File: src/rtl/seal_pkg.sv
package seal_pkg;
    typedef enum logic [1:0] {
        PATH_MAIN   = 2'd0,
        PATH_BATT   = 2'd1,
        PATH_SEALED = 2'd2
    } path_state_e;
endpackage

File: src/rtl/seal_window_sampler.sv
module seal_window_sampler #(
    parameter int TRP_CYCLES = 64
) (
    input  logic clk,
    input  logic rst_n,
    input  logic supply_ok,
    input  logic tmo_active,
    input  logic mr_n,
    input  logic pin_sense,
    output logic armed_o
);
    localparam int CW      = $clog2(TRP_CYCLES + 1);
    localparam int HALF_PT = TRP_CYCLES / 2;
    localparam int Q3_PT   = (3 * TRP_CYCLES) / 4;

    logic [CW-1:0] cnt_q;
    logic          half_low_q;
    logic          armed_q;
    logic          win_start;
    logic          pin_ok;

    assign win_start = tmo_active && (cnt_q == '0);
    assign pin_ok    = !pin_sense && mr_n;

    // Position inside the reset-timeout window, saturating at its end
    always_ff @(posedge clk) begin
        if (!rst_n || !tmo_active) begin
            cnt_q <= '0;
        end else if (cnt_q != CW'(TRP_CYCLES)) begin
            cnt_q <= cnt_q + 1'b1;
        end
    end

    // First sample point result
    always_ff @(posedge clk) begin
        if (!rst_n || win_start) begin
            half_low_q <= 1'b0;
        end else if (tmo_active && cnt_q == CW'(HALF_PT)) begin
            half_low_q <= pin_ok;
        end
    end

    // Arm flag: held until the supply drops or a new window starts
    always_ff @(posedge clk) begin
        if (!rst_n || win_start || !supply_ok) begin
            armed_q <= 1'b0;
        end else if (tmo_active && cnt_q == CW'(Q3_PT) && half_low_q && pin_ok) begin
            armed_q <= 1'b1;
        end
    end

    assign armed_o = armed_q;
endmodule

File: src/rtl/rail_path_fsm.sv
module rail_path_fsm
    import seal_pkg::*;
(
    input  logic clk,
    input  logic rst_n,
    input  logic supply_ok,
    input  logic supply_gt_batt,
    input  logic armed_i,
    output logic main_en,
    output logic batt_en,
    output logic seal_active
);
    path_state_e state_q, state_d;

    always_ff @(posedge clk) begin
        if (!rst_n) begin
            state_q <= PATH_MAIN;
        end else begin
            state_q <= state_d;
        end
    end

    always_comb begin
        state_d = state_q;
        unique case (state_q)
            PATH_MAIN: begin
                if (!supply_ok && armed_i) begin
                    state_d = PATH_SEALED;
                end else if (!supply_ok && !supply_gt_batt) begin
                    state_d = PATH_BATT;
                end
            end
            PATH_BATT: begin
                if (supply_ok || supply_gt_batt) begin
                    state_d = PATH_MAIN;
                end
            end
            PATH_SEALED: begin
                if (supply_ok) begin
                    state_d = PATH_MAIN;
                end
            end
            default: state_d = PATH_MAIN;
        endcase
    end

    always_comb begin
        main_en     = 1'b0;
        batt_en     = 1'b0;
        seal_active = 1'b0;
        unique case (state_q)
            PATH_MAIN:   main_en = 1'b1;
            PATH_BATT:   batt_en = 1'b1;
            PATH_SEALED: begin
                seal_active = 1'b1;
                main_en     = supply_gt_batt;
            end
            default: main_en = 1'b1;
        endcase
    end
endmodule

File: src/rtl/pf_override.sv
module pf_override (
    input  logic supply_gt_batt,
    input  logic tmo_active,
    output logic pf_hold_hi,
    output logic pf_pull_lo
);
    assign pf_pull_lo = !supply_gt_batt;
    assign pf_hold_hi = tmo_active && supply_gt_batt;
endmodule

File: src/rtl/freshness_seal_ctrl.sv
module freshness_seal_ctrl #(
    parameter int TRP_CYCLES = 64
) (
    input  logic clk,
    input  logic rst_n,
    input  logic supply_ok,
    input  logic supply_gt_batt,
    input  logic tmo_active,
    input  logic mr_n,
    input  logic pin_sense,
    output logic main_en,
    output logic batt_en,
    output logic seal_active,
    output logic pf_hold_hi,
    output logic pf_pull_lo
);
    logic armed;

    seal_window_sampler #(.TRP_CYCLES(TRP_CYCLES)) u_sampler (
        .clk        (clk),
        .rst_n      (rst_n),
        .supply_ok  (supply_ok),
        .tmo_active (tmo_active),
        .mr_n       (mr_n),
        .pin_sense  (pin_sense),
        .armed_o    (armed)
    );

    rail_path_fsm u_fsm (
        .clk            (clk),
        .rst_n          (rst_n),
        .supply_ok      (supply_ok),
        .supply_gt_batt (supply_gt_batt),
        .armed_i        (armed),
        .main_en        (main_en),
        .batt_en        (batt_en),
        .seal_active    (seal_active)
    );

    pf_override u_pf (
        .supply_gt_batt (supply_gt_batt),
        .tmo_active     (tmo_active),
        .pf_hold_hi     (pf_hold_hi),
        .pf_pull_lo     (pf_pull_lo)
    );
endmodule

File: config.mk
export PLATFORM = sky130hd
export DESIGN_NAME = freshness_seal_ctrl
export DESIGN_NICKNAME = d
export VERILOG_FILES = /design/src/rtl/seal_pkg.sv /design/src/rtl/seal_window_sampler.sv /design/src/rtl/rail_path_fsm.sv /design/src/rtl/pf_override.sv /design/src/rtl/freshness_seal_ctrl.sv
export SDC_FILE = /design/constraint.sdc
export NUM_CORES = 1
export LEC_CHECK = 0
export CELL_PAD_IN_SITES_DETAIL_PLACEMENT = 1
export CELL_PAD_IN_SITES_GLOBAL_PLACEMENT = 1
export CORE_MARGIN = 4
export CORE_UTILIZATION = 41
export CTS_BUF_LIST = sky130_fd_sc_hd__clkbuf_8
export DETAILED_ROUTE_END_ITERATION = 7
export DONT_BUFFER_PORTS = 1
export GPL_ROUTABILITY_DRIVEN = 0
export PLACE_DENSITY_LB_ADDON = 0.1
export SYNTH_ARGS = -nofsm -noshare
export SYNTH_HDL_FRONTEND = slang
export SYNTH_SLANG_ARGS = --single-unit
File: constraint.sdc
create_clock -name clk -period 1.2 [get_ports clk]
set_input_delay 0.12 -clock clk [delete_from_list [all_inputs] [get_ports clk]]
set_output_delay 0.12 -clock clk [all_outputs]
set_load 0.01 [all_outputs]
Yosys cells after proc, flatten, opt, wreduce, memory -nomap -nowiden:

Cells that the tools add are included.

* $add $sub $neg: 1
* equal/unequal tests: 8
* muxes and demuxes: 8
* reduce and logical (&&, ||, !) cells: 21

Operator list (number)
* $eq 7x6->1 const B: 2
* $logic_and 1x1->1: 9
* $mux 2: 4
* $add 7x1->7 const B: 1
* $logic_not 7->1: 1
* $ne 7x7->1 const B: 1
* $pmux 2 s3: 1
* $logic_not 1->1: 5
* $logic_or 1x1->1: 4
* $ne 3x1->1 const B: 1
* $reduce_and 3->1: 1
* $eq 2x1->1 const B: 1
* $eq 2x2->1 const B: 1
* $logic_not 2->1: 1
* $mux 1: 2
* $ne 2x1->1 const B: 1
* $ne 2x2->1 const B: 1
* $pmux 1 s2: 1

* flip-flop bits (word level): 11
* bits of input ports: 7
* output and inout bits: 5
* word-level logic and storage cells: 42

Longest topological paths before layout:

Gate-level depths: netlist of the first run.

* depth after elaboration: 5
* mapped depth: 5
* gate-level depth less buffers: 5

Cells and area by module:

From an unflattened synthesis of the first run, not the netlist that was laid out.

* cells, all modules: 67
* area, all modules: 589.3 um^2

By module, submodules not included
* seal_window_sampler: instances 1, cells an instance 54, area an instance 467.9 um^2, sequential area each 180.2 um^2
* rail_path_fsm: instances 1, cells an instance 11, area an instance 111.4 um^2, sequential area each 40.0 um^2
* pf_override: instances 1, cells an instance 2, area an instance 10.0 um^2, sequential area each 0.0 um^2

Worst setup path before layout of the first run:

Ideal clock, no wire load.

* path type: register to register
* start: register u_sampler.cnt_q[0]
* end: register u_sampler.half_low_q
* setup time: 0.072 ns
* data arrival time: 1.261 ns
* required time: 1.128 ns
* slack: -0.133 ns
* stages on the path, launching flop included: 6
* buffers on the path: 0
* clock period less this slack: 1.333 ns
* cell sequence: dfxtp_1 -> inv_1 -> ha_1 -> or3b_4 -> nor3_2 -> mux2i_1

* longest elaborated chain between the ends: 3
* elaborated cells between the ends (all ways): 5
* classes of those cells: 1 x eq/ne; 4 x reduce/logical

RTL lines
* start, declared: RTL line seal_window_sampler.sv:16 `logic [CW-1:0] cnt_q;`
* start signal, assigned: RTL line seal_window_sampler.sv:30 `cnt_q <= cnt_q + 1'b1;`
* $logic_not 7->1: RTL line seal_window_sampler.sv:22 `assign win_start = tmo_active && (cnt_q == '0);`
* $logic_and 1x1->1: RTL line seal_window_sampler.sv:22
* $logic_or 1x1->1: RTL line seal_window_sampler.sv:36 `if (!rst_n || win_start) begin`
* end signal, assigned: RTL line seal_window_sampler.sv:39 `half_low_q <= pin_ok;`
* end, declared: RTL line seal_window_sampler.sv:17 `logic half_low_q;`

Several ways; a longest one is shown, not always the timed one.
A chain may end at the register's enable or synchronous reset.

Final worst setup path of the first run:

* start: register u_sampler.cnt_q[1]
* end: register u_sampler.cnt_q[1]

* longest elaborated chain between the ends: 1
* elaborated cells between the ends (all ways): 2
* classes of those cells: 1 x add/sub; 1 x eq/ne

RTL lines (RTL line)
* $add 7x1->7 / $ne 7x7->1 (equally long branches): seal_window_sampler.sv:30, seal_window_sampler.sv:29

Several ways; a longest one is shown, not always the timed one.

==> metrics.yaml, run 1 <==
wire_per_inst_um: 16.35
grt.total_usage_pct: 15.97
die_h_um: 45.02
antenna_cells: 0
first_pass_iters: 4
slowest_stage: "or3b_4"
tns_ns: -0.5225
drive_gt1_share_pct: 41.38
gr-total-overflow: 0
drtIter0Drc: 8
timing.hold.ws_ns: 0.01718
die-area_um2: 2026
setup_ws_ns: -0.1682
io_buffers: 0
cts_root_buffer: "clkbuf_8"
ys_seq_area_share_pct: 39.20
hold_viol_final: 0
row_count: 13
rsz0062_at_grt: "true"
ant_nets: 0
max_freq_mhz: 730.9
cp_max_fo: 4
ios: 12
dp_cells: 91
dp_hpwl_mm: 1.124
required_ns: 1.32
syn_to_final_growth_pct: 52.34
worstRegToRegCells: 5
core_area_um2: 1301
yosysUniqueCellTypes: 28
netlist_area_um2: 561.8
powerDensity_nw_per_um2: 1002
layout_commonest_cell: "buf_4"
cts_tree: "done"
syn_avg_cell_area_um2: 8.385
drcViolationCount: 0
violations: "negative setup slack"
worstReg2RegEnd: "u_sampler.cnt_q[1]"
routed_wl_mm: 1.668
status: "complete, but fails checks"
syn_inst: 67
vias: 547
crit_buf_inv: 1
holdPathStages: 2
vias_per_cell: 5.363
critPathKind: "flip-flop to flip-flop"
holdPathEnd: "u_sampler.armed_o"
fin_worst_skew_ns: 0.001576
max_cap_viol_count: 0
path_cells: "inv_2 -> ha_4 -> or3b_4 -> o21ai_1 -> a21oi_1"
peakVddDrop_mv: 0.6872
setup_viol: 5
instances_no_fill: 102
nets: 97
grt_pass1_vias: 563
ys.warnings.count: 0
power.leakage_nw: 0.3275
clkSinkCount: 11
grt_max_degree: 9
grt_pass1_wl_mm: 2.332
tightest_slew_ns: 0.3906
r2r_start: "u_sampler.cnt_q[1]"
path_clk_slew_ns: 0.05
slew_headroom_pct: 73.29
cts_buffers: 3
drv_slew: 0
die_width_um: 45.02
final_cell_mix: "buf_4 (11), dfxtp_1 (8), nor2_1 (5), nand2_1 (5), buf_6 (5)"
hold_path.class: "input port to flip-flop"
worst_setup_path_start_kind: "flip-flop"
cp.arrival_ns: 1.49
start_util_pct: 43.17
worstSkewPairLatency_ns: 0.24
synth_nets: 76
htree_num_levels: 1
min-delay-start: "supply_ok"
ys_seq_elements: 11
grt_antenna_before_repair: 0
period_share_pct: 114.0
critPathTopFamily: "simple AND/OR/NAND/NOR gates"
clock_path_buffers: 2
max_stage_delay_ns: 0.42
critPathCaptureType: "flip-flop"
r2r_slack_ns: -0.17
layout_min_cycle_time_ns: 1.368
sequential cells by signal (all words and copies together), names as in the netlist:
register              cells
u_fsm.state_q             2
u_sampler.armed_o         1
u_sampler.half_low_q      1
u_sampler.cnt_q           7
area by class of cell:
class                   instances  area, µm²
well taps                      15      18.77
fillers                       151      445.4
inverters                       4      15.01
multi-input cells              51      404.1
repair buffers                 17      148.9
clock buffers                   3      41.29
flip-flops and latches         11      224.0
clock inverters                 1      3.754
worst max-delay path by stage:
stage                            start  cells after the start              endpoint
global route        u_sampler.cnt_q[1]                      5    u_sampler.cnt_q[1]
floorplan           u_sampler.cnt_q[1]                      5  u_sampler.half_low_q
global placement    u_sampler.cnt_q[0]                      5     u_sampler.armed_o
detailed placement  u_sampler.cnt_q[0]                      5    u_sampler.cnt_q[0]
CTS                 u_sampler.cnt_q[1]                      5  u_sampler.half_low_q
finish              u_sampler.cnt_q[1]                      5    u_sampler.cnt_q[1]
per-stage QoR:
stage	instance area (µm²)	worst slack (ns)	util [%]	power, mW
2_1_floorplan	576.8	-0.04909	-	0.4293
6_report	855.8	-0.1682	65.77	0.8577
3_5_place_dp	665.6	-0.1393	51.15	0.4533
4_1_cts	759.5	-0.1390	58.37	0.8348
3_3_place_gp	665.6	-0.08308	51.15	0.4504
5_1_grt	855.8	-0.2067	65.77	0.8942
cells by family after synthesis:
group / Yosys count / synth area share [%]
simple gates: 34 / 34.75
compound gates: 11 / 11.58
flops: 11 / 39.20
buf+inv: 5 / 3.562
xor+xnor: 3 / 4.678
fa+ha+maj: 2 / 4.454
mux: 1 / 1.782
synth_stat cells, drive strengths merged:
library cell  count  share of area (%)
or3               2                2.2
and2              1                1.1
inv               4                2.7
ha                2                4.5
buf               1               0.89
mux2i             1                1.8
xnor2             1                1.6
nor3b             2                3.6
a21oi             5                4.5
a21o              1                1.3
xor2              2                3.1
nor4              1                1.1
nand3             5                4.5
dfxtp            11                 39
o21ai             3                2.7
and3              1                1.1
a41oi             1                1.6
nor2              5                3.3
or3b              2                3.6
nor3              5                5.3
nor2b             3                3.3
nand2b            2                2.2
a2111oi           1                1.6
nand2             5                3.3
worst reg2reg max path, delay by kind of cell (launching register included):
kind	cells	cell delay, ns
simple gates	1	0.42
compound gates	2	0.31
fa+ha+maj	1	0.13
flops	1	0.33
buf+inv	1	0.07
layer usage:
| layer | routed length, µm | track usage (%) | vias to the layer above |
|---|---|---|---|
| met3 | 56 | 3.586 | 4 |
| met4 | 17 | 5.263 | 0 |
| li1 | - | - | 272 |
| met1 | 762 | 19.76 | 259 |
| met2 | 832 | 27.12 | 12 |
| met5 | 0 | 0 | - |
report_power, final:
part	switching, mW	internal (mW)	total (mW)
registers	0.00466	0.371	0.376
clock network	0.150	0.226	0.376
logic	0.0490	0.0574	0.106
total	0.204	0.654	0.858
timing repair:
item / 4_1_cts / 5_1_grt
resized for setup: 6 / 13
buffers inserted: 2 / 4
setup endpoints to repair: 9 / 9
pin swaps: 4 / 8
hold buffers: 1 / 0
hold endpoints to repair: 1 / 0
(Power assumes the default switching activity.)
==> run 2, diff against run 1 <==
--- a/config.mk
+++ b/config.mk
@@ -10,3 +10,3 @@
 export CORE_MARGIN = 4
-export CORE_UTILIZATION = 41
+export CORE_UTILIZATION = 42
 export CTS_BUF_LIST = sky130_fd_sc_hd__clkbuf_8
@@ -18,2 +18,3 @@
 export SYNTH_HDL_FRONTEND = slang
+export SYNTH_HIERARCHICAL = 1
 export SYNTH_SLANG_ARGS = --single-unit
--- a/constraint.sdc
+++ b/constraint.sdc
@@ -3,2 +3,2 @@
 set_output_delay 0.12 -clock clk [all_outputs]
-set_load 0.01 [all_outputs]
+set_load 0.005 [all_outputs]
==> metrics.yaml, run 2 <==
dp_hpwl_mm: 1.037  # -7.7%
cp_max_fo: 3  # -1
yosysMostFrequentCell: "dfxtp_1"
fin_util_pct: 65.81  # about the same
ys.flop_type: "dfxtp_1"
largest_reg_flops: 7  # unchanged
row_count: 13  # unchanged
grt_pass1_vias: 545  # -3.2%
grt_pass1_wl_mm: 2.470  # +5.9%
hold_viol_final: 0  # unchanged
ys_async_sr_fraction_pct: 0  # unchanged
ys.warnings.count: 6  # +6
wire_per_inst_um: 16.00  # -2.2%
final_cell_mix: "buf_4 (12), dfxtp_1 (7), nand2_1 (6)"
required_ns: 1.32  # about the same
synth_edf_count: 0  # unchanged
cts_root_buffer: "clkbuf_8"
rsz0062_at_grt: "true"
drv_slew: 0  # unchanged
worstSkewPairLatency_ns: 0.24  # about the same
critPathCaptureType: "flip-flop"
max_cap_viol_count: 0  # unchanged
drive_gt1_share_pct: 47.67  # +6.3 points
critPathKind: "flip-flop to flip-flop"
synth_nets: 76  # unchanged
fin_worst_skew_ns: 0.0008392  # -0.0007370 ns
vias_per_cell: 5.683  # +6.0%
antenna_cells: 0  # unchanged
nFillCells: 154  # +2.0%
htree_num_levels: 1  # unchanged
max_freq_mhz: 736.1  # +0.71%
peakVddDrop_mv: 0.4297  # -37%
ys_seq_elements: 11  # unchanged
tns_ns: -0.5578  # -0.03531 ns
regArea_um2: 225.2  # +0.56%
gr-total-overflow: 0  # unchanged
yosysTopAreaCellShare_pct: 37.37  # -1.8 points
syn_to_final_growth_pct: 47.13
syn_inst: 67  # unchanged
drcViolationCount: 0  # unchanged
start_util_pct: 44.73  # +1.6 points
layout_commonest_cell: "buf_4"
slew_headroom_pct: 80.02  # +6.7 points
routed_wl_mm: 1.616  # -3.1%
setup_ws_ns: -0.1586  # +0.009599 ns
layout_min_cycle_time_ns: 1.359  # -0.009599 ns
vias: 574  # +4.9%
die_h_um: 45.46  # +0.99%
period_share_pct: 113.2  # -0.80 points
status: "complete, but fails checks"
powerDensity_nw_per_um2: 992.5  # -0.97%
busiest_layer: "met2"
die-area_um2: 2067  # +2.0%
multiInputGateArea_um2: 427.9  # +5.9%
netlist_area_um2: 589.3  # +4.9%
power.leakage_nw: 0.3318  # +1.3%
ys_seq_area_share_pct: 37.37  # -1.8 points
top_register: "u_sampler/cnt_q"
largest_registers: "u_sampler/cnt_q: 7 flops, u_fsm/state_q: 2 flops"
grt.total_usage_pct: 17.07  # +1.1 points
grt_antenna_before_repair: 0  # unchanged
cp.arrival_ns: 1.48  # about the same
yosysTopAreaCell: "dfxtp_1"
clock_path_buffers: 2  # unchanged
die_width_um: 45.46  # +0.99%
cts_tree: "done"
core_area_um2: 1318  # +1.2%
grt_use_met1_pct: 22.25  # +2.5 points
setup_viol: 9  # +4
drtIter0Drc: 3  # -5
ant_nets: 0  # unchanged
worst_setup_path_start_kind: "flip-flop"
clkSinkCount: 11  # unchanged
yosysUniqueCellTypes: 30  # +7.1%
tightest_slew_ns: 0.2992  # -0.09137 ns
nets: 96  # -1.0%
violations: "negative setup slack"
io_buffers: 0  # unchanged
synth.area.top_cells: "dfxtp_1 (37%), ha_1 (4.2%), nor3b_2 (4.2%)"
ios: 12  # unchanged
use_met3_pct: 2.372  # -1.2 points
grt_max_degree: 8  # -1
hold_path.class: "input port to flip-flop"
syn_avg_cell_area_um2: 8.796  # +4.9%
first_pass_iters: 4  # unchanged
path_clk_slew_ns: 0.05  # about the same
cts_buffers: 3  # unchanged
grt_use_met2_pct: 27.02  # -0.099 points
synth_commonest_cells: "dfxtp_1 (11), nand2_1 (6), inv_1 (5), nor2_1 (5)"
-- run 2: stage by stage --
| stage | setup slack, ns | cell area [µm²] | instances | hold WS, ns | power, mW |
|---|---|---|---|---|---|
| 3_3_place_gp | -0.1147 | 693.2 | 91 | 0.2001 | 0.4508 |
| 4_1_cts | -0.1540 | 785.8 | 98 | 0.008840 | 0.8399 |
| 3_5_place_dp | -0.1688 | 693.2 | 91 | 0.2014 | 0.4528 |
| 5_1_grt | -0.2553 | 867.1 | 101 | 0.01259 | 0.8944 |
| 6_report | -0.1586 | 867.1 | 101 | 0.01353 | 0.8605 |
| 2_1_floorplan | -0.1108 | 604.3 | 67 | 0.1976 | 0.4299 |
-- run 2: cell families (layout without fill, tap and decap cells) --
| kind of cell | Yosys count | count (layout) | synth area share [%] |
|---|---|---|---|
| buf+inv | 6 | 25 | 4.033 |
| simple gates | 32 | 32 | 33.97 |
| mux | 1 | 1 | 1.699 |
| compound gates | 12 | 12 | 14.22 |
| flops | 11 | 11 | 37.37 |
| fa+ha+maj | 2 | 2 | 4.246 |
| xor+xnor | 3 | 3 | 4.459 |
-- run 2: repair_timing --
item	4_1_cts	5_1_grt
setup buffers	0	3
resized for setup	3	13
cloned	0	0
hold endpoints to repair	2	0
setup endpoints to repair	9	9
pin swaps	2	6
hold buffers	3	0
-- run 2: worst paths after layout --
kind                                           start              endpoint  slack [ns]  cells after the start
worst max-delay path              u_sampler/cnt_q[1]    u_sampler/cnt_q[0]       -0.16                      6
worst max register to register    u_sampler/cnt_q[1]    u_sampler/cnt_q[0]       -0.16                      6
worst min register to register  u_sampler/half_low_q  u_sampler/half_low_q        0.47                      2
worst min-delay path                           rst_n      u_fsm/state_q[1]        0.01                      2
-- run 2: layout make-up --
class	count	share of cell area (%)
multi-input combinational	50	49.35
tap	15	2.165
clock inverter	1	0.4329
sequential	11	25.97
clock buffer	3	4.762
inverter	5	2.165
timing repair buffer	16	15.15
-- run 2: routing by layer --
| metal | up-vias | share of wire (%) |
|---|---|---|
| met1 | 283 | 45 |
| met2 | 17 | 47 |
| met4 | 0 | 2.5 |
| met3 | 4 | 4.6 |
| li1 | 270 | - |
| met5 | - | 0 |
-- run 2: worst max-delay path, stage by stage, from the launching register on --
cell and delay, ns:
dfxtp_2 0.32, inv_2 0.07, ha_4 0.12, or3b_4 0.40, buf_4 0.16, nor3_4 0.12
nor3_2 0.06
-- run 2: power by group --
| group | switching, mW | internal [mW] | leakage (nW) | total [mW] |
|---|---|---|---|---|
| Sequential | 0.00358 | 0.371 | 0.0908 | 0.374 |
| Combinational | 0.0478 | 0.0598 | 0.214 | 0.108 |
| Clock | 0.153 | 0.226 | 0.0269 | 0.379 |
